File: src/rtl/rtc_pkg.sv
package rtc_pkg;
    localparam int DIGIT_W = 4;
    typedef logic [DIGIT_W-1:0] bcd_t;
    localparam bcd_t BCD_NINE = 4'd9;
endpackage

File: src/rtl/rtc_prescaler.sv
module rtc_prescaler #(
    parameter int STAGES  = 5,
    parameter int STAGE_W = 3
) (
    input  logic clk_ref,
    input  logic rst_n,
    output logic tick,
    output logic sq
);
    localparam logic [STAGE_W-1:0] STAGE_MAX = '1;

    logic [STAGE_W-1:0] stage_q [STAGES];
    logic [STAGES:0]    en_chain;
    logic [STAGES-1:0]  stage_zero;

    assign en_chain[0] = 1'b1;

    genvar gi;
    generate
        for (gi = 0; gi < STAGES; gi++) begin : g_stage
            always_ff @(posedge clk_ref or negedge rst_n) begin
                if (!rst_n)
                    stage_q[gi] <= '0;
                else if (en_chain[gi])
                    stage_q[gi] <= stage_q[gi] + 1'b1;
            end
            assign en_chain[gi+1] = en_chain[gi] && (stage_q[gi] == STAGE_MAX);
            assign stage_zero[gi] = (stage_q[gi] == '0);
        end
    endgenerate

    assign tick = en_chain[STAGES];
    assign sq   = stage_q[STAGES-1][STAGE_W-1];

    // the terminal count is followed by a full restart of every stage
    assert_tick_restart_R2: assert property (@(posedge clk_ref) disable iff (!rst_n)
        tick |=> (&stage_zero));
    // tick is never two cycles wide
    assert_tick_single_R2: assert property (@(posedge clk_ref) disable iff (!rst_n)
        tick |=> !tick);
    // square wave falls exactly at the second boundary
    assert_sq_fall_R3: assert property (@(posedge clk_ref) disable iff (!rst_n)
        tick |=> !sq);
endmodule

File: src/rtl/rtc_bcd_digit.sv
module rtc_bcd_digit
    import rtc_pkg::*;
#(
    parameter bcd_t LIMIT = BCD_NINE
) (
    input  logic clk_ref,
    input  logic rst_n,
    input  logic inc,
    input  logic clr,
    output bcd_t val
);
    always_ff @(posedge clk_ref or negedge rst_n) begin
        if (!rst_n)
            val <= '0;
        else if (clr)
            val <= '0;
        else if (inc)
            val <= (val == LIMIT) ? '0 : val + 1'b1;
    end

    // a digit never leaves its range
    assert_no_overflow_R4: assert property (@(posedge clk_ref) disable iff (!rst_n)
        val <= LIMIT);
    // incrementing a full digit wraps it to zero
    assert_digit_wrap_R4: assert property (@(posedge clk_ref) disable iff (!rst_n)
        (inc && !clr && val == LIMIT) |=> (val == '0));
endmodule

File: src/rtl/rtc_bcd_pair.sv
module rtc_bcd_pair
    import rtc_pkg::*;
#(
    parameter bcd_t TENS_LIMIT = 4'd5,
    parameter bcd_t FULL_TENS  = 4'd5,
    parameter bcd_t FULL_ONES  = 4'd9
) (
    input  logic clk_ref,
    input  logic rst_n,
    input  logic inc,
    input  logic clr,
    output bcd_t ones,
    output bcd_t tens,
    output logic full
);
    logic field_wrap;
    logic ones_top;

    assign full       = (tens == FULL_TENS) && (ones == FULL_ONES);
    assign field_wrap = inc && full;
    assign ones_top   = (ones == BCD_NINE);

    rtc_bcd_digit #(.LIMIT(BCD_NINE)) u_ones (
        .clk_ref (clk_ref),
        .rst_n   (rst_n),
        .inc     (inc),
        .clr     (clr || field_wrap),
        .val     (ones)
    );

    rtc_bcd_digit #(.LIMIT(TENS_LIMIT)) u_tens (
        .clk_ref (clk_ref),
        .rst_n   (rst_n),
        .inc     (inc && ones_top),
        .clr     (clr || field_wrap),
        .val     (tens)
    );

    // a carry from the ones digit moves the tens digit in the same step
    assert_ones_carry_R4: assert property (@(posedge clk_ref) disable iff (!rst_n)
        (inc && !clr && !full && ones == BCD_NINE) |=> (ones == '0 && tens != $past(tens)));
endmodule

File: src/rtl/rtc_clock_chain.sv
module rtc_clock_chain #(
    parameter int STAGES  = 5,
    parameter int STAGE_W = 3
) (
    input  logic       clk_ref,
    input  logic       rst_n,
    input  logic       min_set_p,
    input  logic       hr_set_p,
    output logic [3:0] sec_ones,
    output logic [3:0] sec_tens,
    output logic [3:0] min_ones,
    output logic [3:0] min_tens,
    output logic [3:0] hr_ones,
    output logic [3:0] hr_tens,
    output logic       sq_1hz,
    output logic       sec_tick
);
    logic sec_full, min_full, hr_full;
    logic sec_inc, sec_carry, min_inc, hr_inc;

    rtc_prescaler #(.STAGES(STAGES), .STAGE_W(STAGE_W)) u_presc (
        .clk_ref (clk_ref),
        .rst_n   (rst_n),
        .tick    (sec_tick),
        .sq      (sq_1hz)
    );

    assign sec_inc   = sec_tick && !min_set_p;
    assign sec_carry = sec_inc && sec_full;
    assign min_inc   = min_set_p || sec_carry;
    assign hr_inc    = hr_set_p || (sec_carry && min_full);

    rtc_bcd_pair #(.TENS_LIMIT(4'd5), .FULL_TENS(4'd5), .FULL_ONES(4'd9)) u_sec (
        .clk_ref (clk_ref), .rst_n (rst_n),
        .inc (sec_inc), .clr (min_set_p),
        .ones (sec_ones), .tens (sec_tens), .full (sec_full)
    );

    rtc_bcd_pair #(.TENS_LIMIT(4'd5), .FULL_TENS(4'd5), .FULL_ONES(4'd9)) u_min (
        .clk_ref (clk_ref), .rst_n (rst_n),
        .inc (min_inc), .clr (1'b0),
        .ones (min_ones), .tens (min_tens), .full (min_full)
    );

    rtc_bcd_pair #(.TENS_LIMIT(4'd2), .FULL_TENS(4'd2), .FULL_ONES(4'd3)) u_hr (
        .clk_ref (clk_ref), .rst_n (rst_n),
        .inc (hr_inc), .clr (1'b0),
        .ones (hr_ones), .tens (hr_tens), .full (hr_full)
    );

    // hours never pass 23
    assert_hour_limit_R6: assert property (@(posedge clk_ref) disable iff (!rst_n)
        (hr_tens < 4'd2) || (hr_tens == 4'd2 && hr_ones <= 4'd3));
    // a minute pulse leaves seconds at zero
    assert_min_set_clears_R7: assert property (@(posedge clk_ref) disable iff (!rst_n)
        min_set_p |=> (sec_ones == 4'd0 && sec_tens == 4'd0));
    // an hour pulse without a tick leaves minutes alone
    assert_hr_set_isolated_R8: assert property (@(posedge clk_ref) disable iff (!rst_n)
        (hr_set_p && !min_set_p && !sec_tick) |=> ($stable(min_ones) && $stable(min_tens)));
    // midnight rollover
    assert_midnight_R9: assert property (@(posedge clk_ref) disable iff (!rst_n)
        (sec_tick && !min_set_p && !hr_set_p && hr_full && min_full && sec_full)
        |=> (hr_tens == 4'd0 && hr_ones == 4'd0 && min_tens == 4'd0 &&
             min_ones == 4'd0 && sec_tens == 4'd0 && sec_ones == 4'd0));
    // no event, no change
    assert_hold_R10: assert property (@(posedge clk_ref) disable iff (!rst_n)
        (!sec_tick && !min_set_p && !hr_set_p) |=>
        ($stable(sec_ones) && $stable(sec_tens) && $stable(min_ones) &&
         $stable(min_tens) && $stable(hr_ones) && $stable(hr_tens)));
endmodule

File: config.mk
export PLATFORM = sky130hd
export DESIGN_NAME = rtc_clock_chain
export DESIGN_NICKNAME = d
export VERILOG_FILES = /design/src/rtl/rtc_pkg.sv /design/src/rtl/rtc_prescaler.sv /design/src/rtl/rtc_bcd_digit.sv /design/src/rtl/rtc_bcd_pair.sv /design/src/rtl/rtc_clock_chain.sv
export SDC_FILE = /design/constraint.sdc
export NUM_CORES = 1
export LEC_CHECK = 0
export BUFFER_PORTS_ARGS = -buffer_cell sky130_fd_sc_hd__buf_2
export CAP_MARGIN = 30
export CORE_MARGIN = 3
export CORE_UTILIZATION = 50
export DETAILED_ROUTE_END_ITERATION = 8
export PLACE_DENSITY_LB_ADDON = 0.1
export SYNTH_ARGS = -nofsm -noshare
export SYNTH_HDL_FRONTEND = slang
export SYNTH_SLANG_ARGS = --single-unit
File: constraint.sdc
create_clock -name clk_ref -period 2.93 [get_ports clk_ref]
set_input_delay 0.586 -clock clk_ref [delete_from_list [all_inputs] [get_ports clk_ref]]
set_output_delay 0.586 -clock clk_ref [all_outputs]
set_load 0.02 [all_outputs]
Word level (Yosys, flattened, before mapping)
Index checks and enable logic that the tools add are counted.
- add/subtract/negate cells: 11
- equality and inequality tests: 12
- reductions and logical operators: 24
- multiplexer cells: 18
- operators with widths (operator ; number):
    2-to-1 mux 4 bit ; 18
    adder 4 x 1 -> 4 bit (second input constant) ; 6
    adder 3 x 1 -> 3 bit (second input constant) ; 5
    == test 3 bit (second input constant) ; 5
    logical AND 1 bit ; 15
    == test 4 bit (second input constant) ; 3
    nonzero test 2 bit ; 6
    == test 4 x 2 -> 1 bit (second input constant) ; 2
    == test 4 x 3 -> 1 bit (second input constant) ; 2
    logical OR 1 bit ; 2
    logical NOT 1 bit ; 1
- bits in registers: 39

Logic depth before layout (Yosys ltp)
- depth after elaboration: 12
- depth in mapped cells: 10
- gate-level depth less buffers: 8

Cells and area by module
Synthesis repeated with hierarchy kept, for this count alone.
- cells, all modules: 204
- area total of the unflattened synthesis: 2214.6 um^2
- by module, submodules not included (module ; times used ; sequential area each (um^2) ; area each (um^2) ; cells an instance):
    rtc_bcd_digit at u_hr.u_ones ... ; 3 ; 100.1 ; 237.7 ; 24
    rtc_prescaler ; 1 ; 375.4 ; 651.9 ; 43
    rtc_bcd_digit at u_min.u_tens ... ; 2 ; 100.1 ; 221.5 ; 22
    rtc_bcd_digit at u_hr.u_tens ; 1 ; 100.1 ; 216.5 ; 22
    rtc_bcd_pair at u_min ... ; 2 ; 0.0 ; 48.8 ; 5
    rtc_bcd_pair at u_hr ; 1 ; 0.0 ; 58.8 ; 7
    rtc_clock_chain ; 1 ; 0.0 ; 33.8 ; 6

Least setup slack after synthesis
Ideal clock, no wire load.
- path kind: reg-to-reg
- from: register u_hr.u_tens.val[0]
- to: register u_hr.u_tens.val[1]
- path slack: 0.838 ns
- path buffers: 0
- setup time: 0.125 ns
- cell stages (with the launch flop): 7
- required time: 2.805 ns
- period minus slack after synthesis: 2.092 ns
- arrival time: 1.967 ns
- cells stage by stage: dfrtp_1 inv_1 ha_1 nor3b_1 a32o_1 nor2b_1 mux2_2
- word-level cells in the longest chain between the ends: 4
- RTL lines (what ; RTL line ; RTL):
    from (decl) ; rtc_bcd_digit.sv:10 ; output bcd_t val
    from (signal assigned) ; rtc_bcd_digit.sv:18 ; val <= (val == LIMIT) ? '0 : val + 1'b1;
    adder 4 x 1 -> 4 bit / == test 4 x 2 -> 1 bit (equally long branches) ; rtc_bcd_digit.sv:18, rtc_bcd_pair.sv:19 ;
    2-to-1 mux 4 bit / logical AND 1 bit (equally long branches) ; rtc_bcd_digit.sv:18, rtc_bcd_pair.sv:19 ;
    2-to-1 mux 4 bit / logical AND 1 bit (equally long branches) ; rtc_bcd_digit.sv:17, rtc_bcd_pair.sv:20 ;
    2-to-1 mux 4 bit / nonzero test 2 bit (equally long branches) ; n/a ;
Parallel ways exist; a longest one is shown, timed or not. The select of a mux whose other input is x is not followed.
A chain may end at the register's enable or synchronous reset.

Final worst setup path
- from: register u_presc.stage_q[12] (netlist name)
- to: output port sec_tick
- word-level cells in the longest chain between the ends: 5
- RTL lines (what ; RTL line ; RTL):
    from (decl) ; rtc_prescaler.sv:12 ; logic [STAGE_W-1:0] stage_q [STAGES];
    from (signal, indexed assignment) ; rtc_prescaler.sv:25 ; stage_q[gi] <= stage_q[gi] + 1'b1;
    == test 3 bit ; rtc_prescaler.sv:27 ; assign en_chain[gi+1] = en_chain[gi] && (stage_q[gi] == STAGE_MAX);
    logical AND 1 bit (4 in series) ; rtc_prescaler.sv:27 ;
    to (decl) ; rtc_clock_chain.sv:16 ; output logic sec_tick
No other way between the ends.

==> results.sh <==
export IMPL_dp_cells=265
export IMPL_drtAntennaViolNets=0
export IMPL_grt_first_pass_wirelength_um=6630
export IMPL_rsz0062_at_grt="no"
export IMPL_areaGrowthSynthToFinish_pct=12.4
export IMPL_tns_ns=0
export IMPL_swShare_pct=38.0
export IMPL_grt_total_usage_pct=16.9
export IMPL_drt_total_wl_um=3750
export IMPL_power_density_nw_per_um2=699
export IMPL_holdCritPathClass="in2async"
export IMPL_power_share_clock_pct=21.4
export IMPL_synth_main_ff_cell="dfrtp_1"
export IMPL_dieArea_sq_um=4890
export IMPL_worst_pin_slew_ns=0.848
export IMPL_synth_top_area_share_pct=47.8
export IMPL_cts_htree_levels=2
export IMPL_grt_max_degree=40
export IMPL_diodes=0
export IMPL_antenna_found_initial=0
export IMPL_port_buffers=29
export IMPL_max_cap_viol_count=0
export IMPL_internal_power_uw=995
export IMPL_start_util_pct=53.8
export IMPL_clockBufferDepth=2
export IMPL_setup_viol=0
export IMPL_end_kind="output pin"
export IMPL_async_flop_share_pct=100
export IMPL_hold_buffers=0
export IMPL_core_area_sq_um=3800
export IMPL_fin_worst_skew_ns=0.00619
export IMPL_drt_iter0_markers=97
export IMPL_synthesis_nets=218
export IMPL_leakage_nw=1.18
export IMPL_grt_ovfl_total=0
export IMPL_status="complete, no violations"
export IMPL_path_max_fanout=7
export IMPL_path_clk_slew_ns=0.07
export IMPL_netlist_top_cell_by_area="dfrtp_1"
export IMPL_synthDistinctLibCells=35
export IMPL_hold_viol_final=0
export IMPL_ir_drop_v=0.000446
export IMPL_synth_cells=192
export IMPL_cts_tree="done"
export IMPL_postCtsSetupBuffers=0
export IMPL_die_w_um=69.9
export IMPL_power_switching_uw=610
export IMPL_die_h_um=69.9
export IMPL_gp_congestion=0.728
export IMPL_start_kind="register"
export IMPL_synth_cell_area_sq_um=2040
export IMPL_maxSlewHeadroom_pct=43.5
export IMPL_ys_top_cells_by_area="dfrtp_1 48%, ha_1 13%, nand2_1 4.4%"
export IMPL_cts_root_buf="clkbuf_8"
export IMPL_via_count=1516
export IMPL_required_ns=2.34
export IMPL_final_period_utilization_pct=83.5
export IMPL_wl_per_cell_um=13.7
export IMPL_hpwlAfterDp_um=2820
export IMPL_cts_buffers=5
export IMPL_vias_per_cell=5.55
export IMPL_drc=0
export IMPL_drv_slew=0
export IMPL_ys_ff_latch=39
export IMPL_fin_cells=273
export IMPL_io_pins=30
export IMPL_syn_avg_cell_area_sq_um=10.6
export IMPL_first_pass_iters=4
export IMPL_cts_sinks=39
export IMPL_synth_seq_area_share_pct=47.8
export IMPL_drive_gt1_share_pct=20.9
export IMPL_ctsResizeCount=0
export IMPL_clk_insertion_delay_late_ns=0.28
export IMPL_period_needed_ns=2.45
export IMPL_fin_nets=250
export IMPL_critPathKind="reg2out"
export IMPL_grt_pass1_vias=1496
export IMPL_synth_edf_count=0
export IMPL_combPwrFrac_pct=31.1
export IMPL_seqPwrFrac_pct=47.5
export IMPL_clock_fmax_ghz=0.409
export IMPL_arrival_ns=1.86
export IMPL_rows=22
export IMPL_fill_cells=337
export IMPL_yosys_warnings=0
## per-layer routing
layer  vias up  GRT usage (%)  part of all wire [%]
met5         -              0                     0
met4         0           9.15                   2.4
met3         9           4.17                   4.9
met2        35           27.3                    49
met1       736           20.7                    43
li1        736              -                     -
## worst max-delay path, stage by stage, from the launching register on
cell,delay [ns]
dfrtp_1,0.36
ha_1,0.15
ha_1,0.26
and3_1,0.32
nand2_1,0.21
inv_1,0.12
buf_2,0.17
## state kept, by name (all words and copies together), names as in the netlist
| name | cells |
|---|---|
| u_presc.stage_q | 14 |
| u_hr.u_ones.val | 4 |
| u_hr.u_tens.val | 4 |
| u_min.u_ones.val | 4 |
| u_min.u_tens.val | 4 |
| u_sec.u_ones.val | 4 |
| u_sec.u_tens.val | 4 |
| u_presc.sq | 1 |
## layout make-up
class                           count  area, sq um  share of cell area [%]
Multi-Input combinational cell    140         1000                    43.5
Sequential cell                    39          976                    42.5
Timing Repair Buffer               29          145                    6.32
Clock buffer                        7         76.3                    3.32
Tap cell                           48         60.1                    2.62
Inverter                            9         33.8                    1.47
Clock inverter                      1         5.00                   0.218
## Yosys cell counts, drive strengths merged, types with 2 or more instances
| cell type | number |
|---|---|
| nor2 | 18 |
| o41ai | 2 |
| dfrtp | 39 |
| a21oi | 4 |
| nor3 | 5 |
| ha | 22 |
| nor2b | 3 |
| xor2 | 4 |
| o21ai | 15 |
| and3b | 2 |
| inv | 9 |
| or3 | 2 |
| nand3b | 2 |
| xnor2 | 3 |
| o31ai | 3 |
| and3 | 2 |
| buf | 3 |
| mux2i | 3 |
| nand3 | 5 |
| nand2 | 25 |
| mux2 | 7 |
| and2 | 3 |
## worst paths after layout
kind | start | endpoint | slack, ns | cells past startpoint
max reg2reg | u_presc.stage_q[12]$_DFF_PN0_ | u_hr.u_tens.val[1]$_DFFE_PN0P_ | 0.56 | 7
max | u_presc.stage_q[12]$_DFF_PN0_ | sec_tick | 0.48 | 6
min | rst_n | u_presc.stage_q[0]$_DFFE_PN0P_ | 0.40 | 1
max in group asynchronous | rst_n | u_min.u_ones.val[1]$_DFFE_PN0P_ | 1.99 | 1
min reg2reg | u_presc.stage_q[12]$_DFF_PN0_ | u_presc.stage_q[12]$_DFF_PN0_ | 0.44 | 1
min in group clk_ref | u_presc.stage_q[12]$_DFF_PN0_ | u_presc.stage_q[12]$_DFF_PN0_ | 0.44 | 1
## cells by family after synthesis
group | share of synthesized area (%)
flops | 47.8
compound gates | 11.0
buf+inv | 3.31
simple gates | 16.2
fa+ha+maj | 13.5
mux | 5.33
xor+xnor | 3.00
## placed cells by master (no fill, tap or decap), types with 2 or more instances in the layout
| cell | count |
|---|---|
| a21oi_1 | 4 |
| and2_1 | 3 |
| and3_1 | 2 |
| and3b_1 | 2 |
| buf_2 | 29 |
| clkbuf_1 | 2 |
| clkbuf_8 | 5 |
| dfrtp_1 | 39 |
| ha_1 | 22 |
| inv_1 | 9 |
| mux2_2 | 7 |
| mux2i_1 | 3 |
| nand2_1 | 24 |
| nand3_1 | 5 |
| nand3b_1 | 2 |
| nor2_1 | 18 |
| nor2b_1 | 3 |
| nor3_1 | 5 |
| o21ai_0 | 15 |
| o31ai_1 | 3 |
| o41ai_2 | 2 |
| or3_1 | 2 |
| xnor2_1 | 3 |
| xor2_1 | 4 |
## power groups by stage
stage	Clock [mW]	Combinational (mW)	Sequential, mW
finish	0.343	0.500	0.762
global route	0.385	0.559	0.786
CTS	0.356	0.507	0.762
detailed placement	0	0.504	0.773
global placement	0	0.484	0.759
floorplan	0	0.218	0.873
## stage by stage
stage	cell area (sq um)	total power [mW]	utilization (%)	setup WS, ns	hold WS (ns)
floorplan	2040	1.09	-	0.838	0.290
global placement	2210	1.24	58.3	0.694	0.412
detailed placement	2210	1.28	58.3	0.575	0.440
CTS	2300	1.63	60.4	0.441	0.438
global route	2300	1.73	60.4	0.286	0.458
finish	2300	1.60	60.4	0.484	0.399
Note: power is estimated with default switching activity, not from simulation.
